$ cat src/rtl/pwm_pkg.sv
package pwm_pkg;
    localparam int PWM_W = 8;

    typedef enum logic {
        DIR_UP   = 1'b0,
        DIR_DOWN = 1'b1
    } dir_e;

    localparam int PERIOD_CLKS = 2 * (1 << PWM_W);
endpackage

$ cat src/rtl/pwm_carrier.sv
module pwm_carrier
    import pwm_pkg::*;
#(
    parameter int W = PWM_W
) (
    input  logic         clk,
    input  logic         rst,
    output logic [W-1:0] level,
    output dir_e         dir,
    output logic         start,
    output logic         wrap
);
    localparam logic [W-1:0] TOP = '1;

    always_ff @(posedge clk) begin
        if (rst) begin
            level <= '0;
            dir   <= DIR_UP;
        end else begin
            case (dir)
                DIR_UP: begin
                    if (level == TOP) dir <= DIR_DOWN;
                    else              level <= level + 1'b1;
                end
                default: begin
                    if (level == '0) dir <= DIR_UP;
                    else             level <= level - 1'b1;
                end
            endcase
        end
    end

    assign start = (dir == DIR_UP)   && (level == '0);
    assign wrap  = (dir == DIR_DOWN) && (level == '0);

    // the carrier rises one step per clock below the peak
    assert_step_up_R2: assert property (@(posedge clk) disable iff (rst)
        (dir == DIR_UP && level != TOP) |=> (level == W'($past(level) + 1'b1)));

    // the peak is held for a second clock while the direction turns
    assert_peak_turn_R2: assert property (@(posedge clk) disable iff (rst)
        (dir == DIR_UP && level == TOP) |=> (dir == DIR_DOWN && level == TOP));

    // the last clock at zero is followed by a new period
    assert_wrap_start_R2: assert property (@(posedge clk) disable iff (rst)
        wrap |=> start);
endmodule

$ cat src/rtl/pwm_duty_hold.sv
module pwm_duty_hold #(
    parameter int W = pwm_pkg::PWM_W
) (
    input  logic         clk,
    input  logic         rst,
    input  logic         strobe,
    input  logic [W-1:0] duty_in,
    input  logic         wrap,
    output logic [W-1:0] duty_act
);
    logic [W-1:0] shadow;
    logic         pend;

    always_ff @(posedge clk) begin
        if (rst) begin
            duty_act <= '0;
            shadow   <= '0;
            pend     <= 1'b0;
        end else if (wrap) begin
            duty_act <= strobe ? duty_in : (pend ? shadow : duty_act);
            pend     <= 1'b0;
        end else if (strobe) begin
            shadow <= duty_in;
            pend   <= 1'b1;
        end
    end

    // the active duty only changes across a period boundary
    assert_duty_hold_R5: assert property (@(posedge clk) disable iff (rst)
        !wrap |=> $stable(duty_act));

    // a strobe away from the boundary is kept pending with its value
    assert_pend_keep_R7: assert property (@(posedge clk) disable iff (rst)
        (strobe && !wrap) |=> (pend && shadow == $past(duty_in)));
endmodule

$ cat src/rtl/pwm_compare.sv
module pwm_compare #(
    parameter int W = pwm_pkg::PWM_W
) (
    input  logic [W-1:0] level,
    input  logic [W-1:0] duty_act,
    output logic         at_or_above,
    output logic         below
);
    always_comb begin
        at_or_above = (level >= duty_act);
        below       = (level <  duty_act);
    end
endmodule

$ cat src/rtl/triangle_pwm.sv
module triangle_pwm
    import pwm_pkg::*;
#(
    parameter int W = PWM_W
) (
    input  logic         clk,
    input  logic         rst,
    input  logic [W-1:0] duty,
    input  logic         duty_vld,
    output logic         pwm_hi,
    output logic         pwm_lo,
    output logic         period_start
);
    logic [W-1:0] level;
    logic [W-1:0] duty_act;
    dir_e         dir;
    logic         wrap;

    pwm_carrier #(.W(W)) carrier_i (
        .clk   (clk),
        .rst   (rst),
        .level (level),
        .dir   (dir),
        .start (period_start),
        .wrap  (wrap)
    );

    pwm_duty_hold #(.W(W)) hold_i (
        .clk      (clk),
        .rst      (rst),
        .strobe   (duty_vld),
        .duty_in  (duty),
        .wrap     (wrap),
        .duty_act (duty_act)
    );

    pwm_compare #(.W(W)) cmp_i (
        .level       (level),
        .duty_act    (duty_act),
        .at_or_above (pwm_hi),
        .below       (pwm_lo)
    );

    // the two outputs are always of opposite polarity
    assert_compl_R3: assert property (@(posedge clk) disable iff (rst)
        pwm_hi != pwm_lo);

    // a period start is only ever entered from the bottom of a falling carrier
    assert_start_src_R2: assert property (@(posedge clk) disable iff (rst)
        $rose(period_start) |-> ($past(level) == '0 && $past(dir) == DIR_DOWN));
endmodule

$ cat config.mk
export PLATFORM = sky130hd
export DESIGN_NAME = triangle_pwm
export DESIGN_NICKNAME = d
export VERILOG_FILES = /design/src/rtl/pwm_pkg.sv /design/src/rtl/pwm_carrier.sv /design/src/rtl/pwm_duty_hold.sv /design/src/rtl/pwm_compare.sv /design/src/rtl/triangle_pwm.sv
export SDC_FILE = /design/constraint.sdc
export NUM_CORES = 1
export LEC_CHECK = 0
export BUFFER_PORTS_ARGS = -buffer_cell sky130_fd_sc_hd__buf_2
export CORE_AREA = 3 3 64 66
export DETAILED_ROUTE_END_ITERATION = 8
export DIE_AREA = 0 0 67 69
export GPL_TIMING_DRIVEN = 0
export PLACE_DENSITY_LB_ADDON = 0.1
export SLEW_MARGIN = 20
export SYNTH_ARGS = -nofsm -noshare
export SYNTH_HDL_FRONTEND = slang
export SYNTH_HIERARCHICAL = 1
export SYNTH_SLANG_ARGS = --single-unit
$ cat constraint.sdc
create_clock -name clk -period 5.7 [get_ports clk]
set_input_delay 0.285 -clock clk [delete_from_list [all_inputs] [get_ports clk]]
set_output_delay 0.285 -clock clk [all_outputs]
set_load 0.05 [all_outputs]
==> results.py, run 1 <==
metrics = {
    "run_status": {
        "status": "complete, no violations",
    },
    "clocking": {
        "cts_tree": "done",
        "cts_hold_buf": 0,
        "postCtsSetupBuffers": 0,
        "cts_resized": 0,
        "cts_sinks": 26,
        "cts_max_level": 1,
        "clkSlewWorstSetupHoldPaths_ns": 0.09,
        "clockBufferDepth": 2,
        "clk_latency_ns": 0.27,
        "cts_root_buf": "clkbuf_8",
        "cts_buffers": 3,
    },
    "timing": {
        "period_minus_slack_ns": 2.183,
        "worst_clock_skew_ns": 0.005662,
        "rsz0062_at_grt": "no",
        "hold_ws_ns": 0.1897,
        "timing.final.max_slew_violations": 0,
        "hold_viol": 0,
        "fmax_ghz": 0.4582,
        "setup_tns_ns": 0,
        "worst_pin_slew_ns": 0.4599,
        "setup_violations": 0,
        "max_slew_margin_pct": 69.30,
        "fin_crit_sh_pct": 38.29,
    },
    "yosys": {
        "yosys-top-cells-area": "dfxtp_1 35%, ha_1 12%, mux2i_1 11%",
        "synth_area_sq_um": 1505,
        "syn_inst": 168,
        "ys_seq_area_share_pct": 34.58,
        "synth_area_leader_cell": "dfxtp_1",
        "synth_area_per_cell_sq_um": 8.959,
        "syn-num-nets": 194,
        "synth_top_area_share_pct": 34.58,
        "synth.distinct_cells": 35,
        "ys_ff_latch": 26,
        "synth_warnings": 6,
    },
    "route": {
        "drtAntennaViolNets": 0,
        "first_pass_iters": 4,
        "drt-total-wl_mm": 2.888,
        "drt-initial-drc-count": 35,
        "drc": 0,
        "viasPerCell": 5.056,
        "drt-wirelength-per-cell_um": 12.39,
        "vias": 1178,
    },
    "placement": {
        "dpl.cell_count": 229,
        "place_congestion": 0.7790,
        "dp_hpwl_mm": 2.346,
        "portBuffers": 13,
    },
    "grt": {
        "grt_overflow_total": 0,
        "grtUsageTotal_pct": 14.09,
        "grt_pass1_wl_mm": 5.209,
        "grt_max_degree": 15,
        "grt_pass1_vias": 1183,
        "antenna_found_initial": 0,
    },
    "worst_setup_path": {
        "crit_buf_inv": 0,
        "worstPathRequired_ns": 5.88,
        "cpMaxStageDelayCell": "dfxtp_1",
        "crit_path_end_kind": "register",
        "slowest_delay_ns": 0.61,
        "crit_fanout": 12,
        "crit_type": "reg -> reg",
        "crit_arrival_ns": 2.36,
        "cp-start-kind": "register",
        "path_cells": "ha_1, a21oi_1, nor3b_1, a211oi_1, o21ai_0, a311oi_1",
        "cp_top_family": "compound AO/OA/AOI/OAI gates",
    },
    "floorplanning": {
        "design.portCount": 14,
        "coreArea_sq_um": 3633,
        "die_area_sq_um": 4623,
        "initial_core_util_pct": 41.43,
        "row_count": 22,
        "die_x_um": 67,
        "chipHeight_um": 69,
    },
    "layout": {
        "area_growth_pct": 11.97,
        "diodes": 0,
        "fill_cells": 373,
        "layout.cells.most_common": "dfxtp_1",
        "drive_gt1_share_pct": 15.14,
        "nNetsFinal": 212,
        "layout_common_cells": "26 x dfxtp_1, 20 x nor2_1, 16 x mux2i_1",
        "register_area_sq_um": 520.5,
        "instances_no_fill": 233,
        "multi_input_area_sq_um": 882.1,
        "fin_util_pct": 46.38,
    },
    "power": {
        "power_density_nw_per_um2": 216.0,
        "vdd_drop_max_v": 0.0001374,
        "leakagePower_uw": 0.0007394,
    },
    "job": {
        "cap_violations": 0,
    },
    "worst_hold_path": {
        "hp-class": "in -> reg",
    },
}
metal layers:
metal  GRT usage, %  wire (um)  share of wire [%]  vias to the layer above
li1               -          -                  -                      624
met1          18.92       1416                 49                      530
met2          23.14       1353                 47                       21
met3          2.443         96                3.3                        3
met4          3.378         22               0.76                        0
met5              0          0                  0                        -
cell usage after synthesis, drive strengths merged:
master	n
clkbuf	2
fa	1
o21ai	5
a211oi	10
nand2b	2
nand3b	1
nor3	2
nand4	2
o31ai	1
a21o	3
ha	14
inv	13
buf	5
nor4	2
o21a	3
or4	1
nand2	8
nor2	20
dfxtp	26
a311oi	1
nor3b	1
or2	1
a21oi	15
and2b	1
mux2i	16
xor2	4
nand3	3
and2	1
nor2b	2
o31a	1
o211ai	1
sequential cells by signal, summed over array words and instances (netlist names):
| register | cells |
|---|---|
| carrier_i/dir | 1 |
| carrier_i/level | 8 |
| hold_i/duty_act | 8 |
| hold_i/pend | 1 |
| hold_i/shadow | 8 |
power breakdown:
| part | switching (uW) | total [uW] | leakage (uW) | internal, uW |
|---|---|---|---|---|
| sequential | 4.03 | 191 | 0.000212 | 187 |
| combinational | 32.8 | 53.4 | 0.000499 | 20.6 |
| clock | 57.6 | 119 | 0.0000288 | 61.7 |
| total | 94.5 | 364 | 0.000739 | 269 |
through the flow:
stage                     worst slack, ns  power, uW  cell area [sq um]
after global placement              3.562      248.0               1630
final                               3.517      364.0               1685
after detailed placement            3.529      249.2               1630
after global routing                3.309      384.1               1685
after floorplan                     3.680      235.1               1505
after CTS                           3.495      369.1               1685
cell type report:
cell class | count | area share [%]
multi-input cells | 122 | 52.34
flip-flops and latches | 26 | 30.88
repair buffers | 13 | 3.860
well taps | 48 | 3.563
clock buffers | 4 | 3.267
plain buffers | 7 | 3.192
inverters | 13 | 2.895
kinds of logic (layout without fill, tap and decap cells):
logic type,after synthesis,after routing,share of synthesized area [%]
and+or+nand+nor,47,47,15.21
AOI/OAI and AO/OA,40,40,17.46
DFF,26,26,34.58
buffers and inverters,20,37,6.816
muxes,16,16,10.64
adders and majority gates,15,15,12.97
xor gates and xnor gates,4,4,2.327
final timing paths:
path	from	end	slack, ns	cells past startpoint
worst max-delay path	carrier_i/dir	carrier_i/level[7]	3.52	6
worst min-delay path	rst	carrier_i/dir	0.19	2
worst max register to register	carrier_i/dir	carrier_i/level[7]	3.52	6
worst min register to register	hold_i/pend	hold_i/pend	0.49	2
Power figures use the tool's default switching activity.
==> run 2: changes to the inputs <==
clock period = 2.21 ns   (was 5.7 ns; I/O delays follow)
==> results.py, run 2 (same netlist as run 1, synthesis figures left out) <==
metrics = {
    "clocking": {
        "clkSlewWorstSetupHoldPaths_ns": 0.09,
        "clk_latency_ns": 0.27,
        "clockBufferDepth": 2,
        "postCtsSetupBuffers": 0,
        "cts_buffers": 3,
        "cts_max_level": 1,
        "cts_tree": "done",
        "cts_root_buf": "clkbuf_8",
        "cts_sinks": 26,
    },
    "route": {
        "drt-initial-drc-count": 35,
        "drt-wirelength-per-cell_um": 12.39,
        "viasPerCell": 5.069,
        "vias": 1181,
        "first_pass_iters": 4,
        "drc": 0,
        "drtAntennaViolNets": 0,
        "drt-total-wl_mm": 2.886,
    },
    "layout": {
        "fill_cells": 373,
        "layout.cells.most_common": "dfxtp_1",
        "layout_common_cells": "25 x dfxtp_1, 20 x nor2_1, 16 x mux2i_1",
        "drive_gt1_share_pct": 15.68,
        "register_area_sq_um": 521.8,
        "area_growth_pct": 12.05,
        "diodes": 0,
        "multi_input_area_sq_um": 882.1,
        "fin_util_pct": 46.42,
        "top_regs": "carrier_i/level (8), hold_i/duty_act (8), hold_i/shadow (8)",
        "nNetsFinal": 212,
    },
    "timing": {
        "fin_crit_sh_pct": 90.97,
        "period_minus_slack_ns": 2.010,
        "worst_clock_skew_ns": 0.005771,
        "setup_violations": 0,
        "max_slew_margin_pct": 72.75,
        "hold_ws_ns": 0.007861,
        "hold_viol": 0,
        "fmax_ghz": 0.4974,
        "timing.final.max_slew_violations": 0,
        "fin_ws_ns": 0.1996,
        "worst_pin_slew_ns": 0.4063,
        "rsz0062_at_grt": "no",
        "setup_tns_ns": 0,
    },
    "grt": {
        "grt_overflow_total": 0,
        "grt_pass1_vias": 1183,
        "grtUsageTotal_pct": 14.09,
        "grt_max_degree": 15,
        "antenna_found_initial": 0,
        "grt_pass1_wl_mm": 5.209,
    },
    "worst_hold_path": {
        "hp-class": "in -> reg",
    },
    "placement": {
        "place_ws_ns": 0.03865,
        "dp_hpwl_mm": 2.346,
        "place_congestion": 0.7790,
        "portBuffers": 13,
    },
    "worst_setup_path": {
        "crit_fanout": 12,
        "path_cells": "ha_1, a21oi_1, nor3b_1, a211oi_1, o21ai_0, a311oi_1",
        "cpMaxStageDelayCell": "dfxtp_2",
        "crit_buf_inv": 0,
        "crit_type": "reg -> reg",
        "worstPathRequired_ns": 2.39,
        "crit_arrival_ns": 2.19,
        "cp-start-kind": "register",
        "slowest_delay_ns": 0.48,
        "cp_top_family": "compound AO/OA/AOI/OAI gates",
        "crit_path_end_kind": "register",
    },
    "floorplanning": {
        "coreArea_sq_um": 3633,
        "die_area_sq_um": 4623,
        "chipHeight_um": 69,
        "design.portCount": 14,
        "die_x_um": 67,
        "initial_core_util_pct": 41.43,
        "row_count": 22,
    },
    "power": {
        "design_power_total_uw": 938.7,
        "leakagePower_uw": 0.0007399,
        "vdd_drop_max_v": 0.0003543,
        "power_density_nw_per_um2": 556.5,
    },
    "job": {
        "cap_violations": 0,
    },
    "run_status": {
        "status": "complete, no violations",
    },
}
==> run 2: changes by cell type in the layout (fill, tap and decap cells not counted) <==
cell	previous run	this run
dfxtp_2	0	1
dfxtp_1	26	25
==> run 2: what timing repair did <==
item,CTS,global route
hold endpoints to repair,0,0
gates resized for setup,0,1
hold buffers,0,0
endpoints found under the setup margin,0,1
==> run 2: report_power, final <==
part | switching [uW] | internal [uW] | total [uW]
clock network | 149 | 159 | 308
registers | 10.4 | 483 | 493
logic | 84.6 | 53.0 | 138
total | 244 | 695 | 939
==> run 2: path summary, 6_finish.rpt <==
kind         cells past startpoint  slack (ns)          start            endpoint
max reg2reg                      6        0.20  carrier_i/dir  carrier_i/level[7]
max                              6        0.20  carrier_i/dir  carrier_i/level[7]
min                              2       0.008            rst       carrier_i/dir
min reg2reg                      2        0.49    hold_i/pend         hold_i/pend
==> run 2: per-stage QoR <==
| step | instances | instance area [sq um] |
|---|---|---|
| after CTS | 233 | 1685 |
| after global routing | 233 | 1687 |
| after floorplan | 168 | 1505 |
| after global placement | 229 | 1630 |
| final | 233 | 1687 |
| after detailed placement | 229 | 1630 |
==> run 2: layout make-up <==
type                       instances  share of cell area (%)
sequential                        26                   30.93
timing repair buffer              13                   3.858
tap                               48                   3.561
inverter                          13                   2.893
clock buffer                       4                   3.264
buffer                             7                   3.190
multi-input combinational        122                   52.30
==> run 2: routing by layer <==
layer | up-vias | GRT usage [%] | part of all wire (%)
met5 | - | 0 | 0
met4 | 0 | 3.378 | 0.76
met3 | 3 | 2.443 | 3.2
met2 | 19 | 23.14 | 47
met1 | 536 | 18.92 | 49
li1 | 623 | - | -
==> run 3: changes to the inputs <==
==> constraint.sdc (replaced) <==
create_clock -name clk -period 2.21 [get_ports clk]
set_input_delay 0.3315 -clock clk [delete_from_list [all_inputs] [get_ports clk]]
set_output_delay 0.3315 -clock clk [all_outputs]
set_load 0.05 [all_outputs]
==> results.py, run 3 (same netlist as run 1, synthesis figures left out) <==
metrics = {
    "run_status": {
        "status": "complete, no violations",
    },
    "route": {
        "drt-wirelength-per-cell_um": 12.39,
        "viasPerCell": 5.069,
        "drtAntennaViolNets": 0,
        "vias": 1181,
        "drc": 0,
        "drt-total-wl_mm": 2.886,
        "drt-initial-drc-count": 35,
        "first_pass_iters": 4,
    },
    "placement": {
        "dp_hpwl_mm": 2.346,
        "portBuffers": 13,
        "place_congestion": 0.7790,
        "place_ws_ns": 0.03865,
    },
    "worst_setup_path": {
        "rr_startpoint": "carrier_i/dir",
        "crit_arrival_ns": 1.74,
        "worstPathRequired_ns": 1.88,
        "crit_type": "reg -> out",
        "r2r_slack_ns": 0.20,
        "crit_fanout": 2,
        "crit_path_end_kind": "primary output",
        "critPathLaunch": "hold_i/duty_act[1]",
        "cp-start-kind": "register",
    },
    "grt": {
        "grtUsageTotal_pct": 14.09,
        "grt_max_degree": 15,
        "grt_overflow_total": 0,
        "grt_pass1_wl_mm": 5.209,
        "antenna_found_initial": 0,
        "grt_pass1_vias": 1183,
    },
    "clocking": {
        "cts_max_level": 1,
        "cts_sinks": 26,
        "cts_tree": "done",
        "cts_buffers": 3,
        "clkSlewWorstSetupHoldPaths_ns": 0.09,
        "clk_latency_ns": 0.27,
        "cts_root_buf": "clkbuf_8",
        "clockBufferDepth": 2,
    },
    "layout": {
        "top_regs": "carrier_i/level (8), hold_i/duty_act (8), hold_i/shadow (8)",
        "fill_cells": 371,
        "area_growth_pct": 12.22,
        "diodes": 0,
        "nNetsFinal": 212,
        "multi_input_area_sq_um": 882.1,
        "layout_common_cells": "25 x dfxtp_1, 20 x nor2_1, 16 x mux2i_1, 14 x a21oi_1, 14 x ha_1",
        "layout.cells.most_common": "dfxtp_1",
        "drive_gt1_share_pct": 15.68,
        "register_area_sq_um": 521.8,
    },
    "power": {
        "vdd_drop_max_v": 0.0003547,
        "leakagePower_uw": 0.0007402,
        "power_density_nw_per_um2": 556.9,
    },
    "timing": {
        "max_slew_margin_pct": 72.75,
        "setup_tns_ns": 0,
        "fin_ws_ns": 0.1430,
        "fmax_ghz": 0.4838,
        "timing.final.max_slew_violations": 0,
        "worst_pin_slew_ns": 0.4063,
        "setup_violations": 0,
        "period_minus_slack_ns": 2.067,
        "worst_clock_skew_ns": 0.005771,
        "fin_crit_sh_pct": 93.53,
        "rsz0062_at_grt": "no",
        "hold_viol": 0,
    },
    "job": {
        "cap_violations": 0,
    },
    "floorplanning": {
        "die_area_sq_um": 4623,
        "design.portCount": 14,
        "row_count": 22,
        "chipHeight_um": 69,
        "coreArea_sq_um": 3633,
        "die_x_um": 67,
        "initial_core_util_pct": 41.43,
    },
    "worst_hold_path": {
        "hold_start": "rst",
        "hp-class": "in -> reg",
    },
}
run 3: cell counts in the layout (fill, tap and decap cells not counted):
Identical to the previous run, type by type.
run 3: critical path, cell delays in order, from the launching register on:
cell and delay (ns):
dfxtp_1 0.35, inv_1 0.05, ha_1 0.28, nor2b_1 0.14
o211ai_2 0.14, nand3_1 0.11, a21o_1 0.19, buf_2 0.20
run 3: where the power goes:
part	total (uW)	switching, uW	internal [uW]
Sequential	493	10.4	483
Combinational	140	84.7	54.8
Clock	308	149	159
run 3: layout make-up:
class	instances	area share, %
plain buffers	7	3.185
clock buffers	4	3.259
inverters	13	2.889
multi-input cells	122	52.22
flip-flops and latches	26	30.89
well taps	48	3.556
repair buffers	13	4.000
run 3: worst paths after layout:
check | depth (start not counted) | to
max reg2reg | 6 | carrier_i/level[7]
min | 2 | carrier_i/dir
min reg2reg | 2 | hold_i/pend
max | 7 | pwm_hi
run 3: metrics by stage:
step                power (uW)  util (%)  area [sq um]  instances  hold slack (ns)
finish                   940.7     46.49          1689        233           0.2289
global route             992.7     46.49          1689        233           0.2507
CTS                      952.1     46.38          1685        233           0.2343
detailed placement       642.7     44.87          1630        229           0.4832
global placement         639.6     44.87          1630        229           0.4720
floorplan                606.4         -          1505        168           0.4006
run 3: metal layers:
| metal | track usage, % | vias up | wire length [um] |
|---|---|---|---|
| li1 | - | 623 | - |
| met1 | 18.92 | 536 | 1413 |
| met2 | 23.14 | 19 | 1358 |
| met3 | 2.443 | 3 | 91 |
| met4 | 3.378 | 0 | 22 |
| met5 | 0 | - | 0 |
run 3: what timing repair did:
action / CTS / global route
setup buffers: 0 / 0
setup endpoints to repair: 0 / 2
resized for setup: 0 / 3
hold buffers: 0 / 0
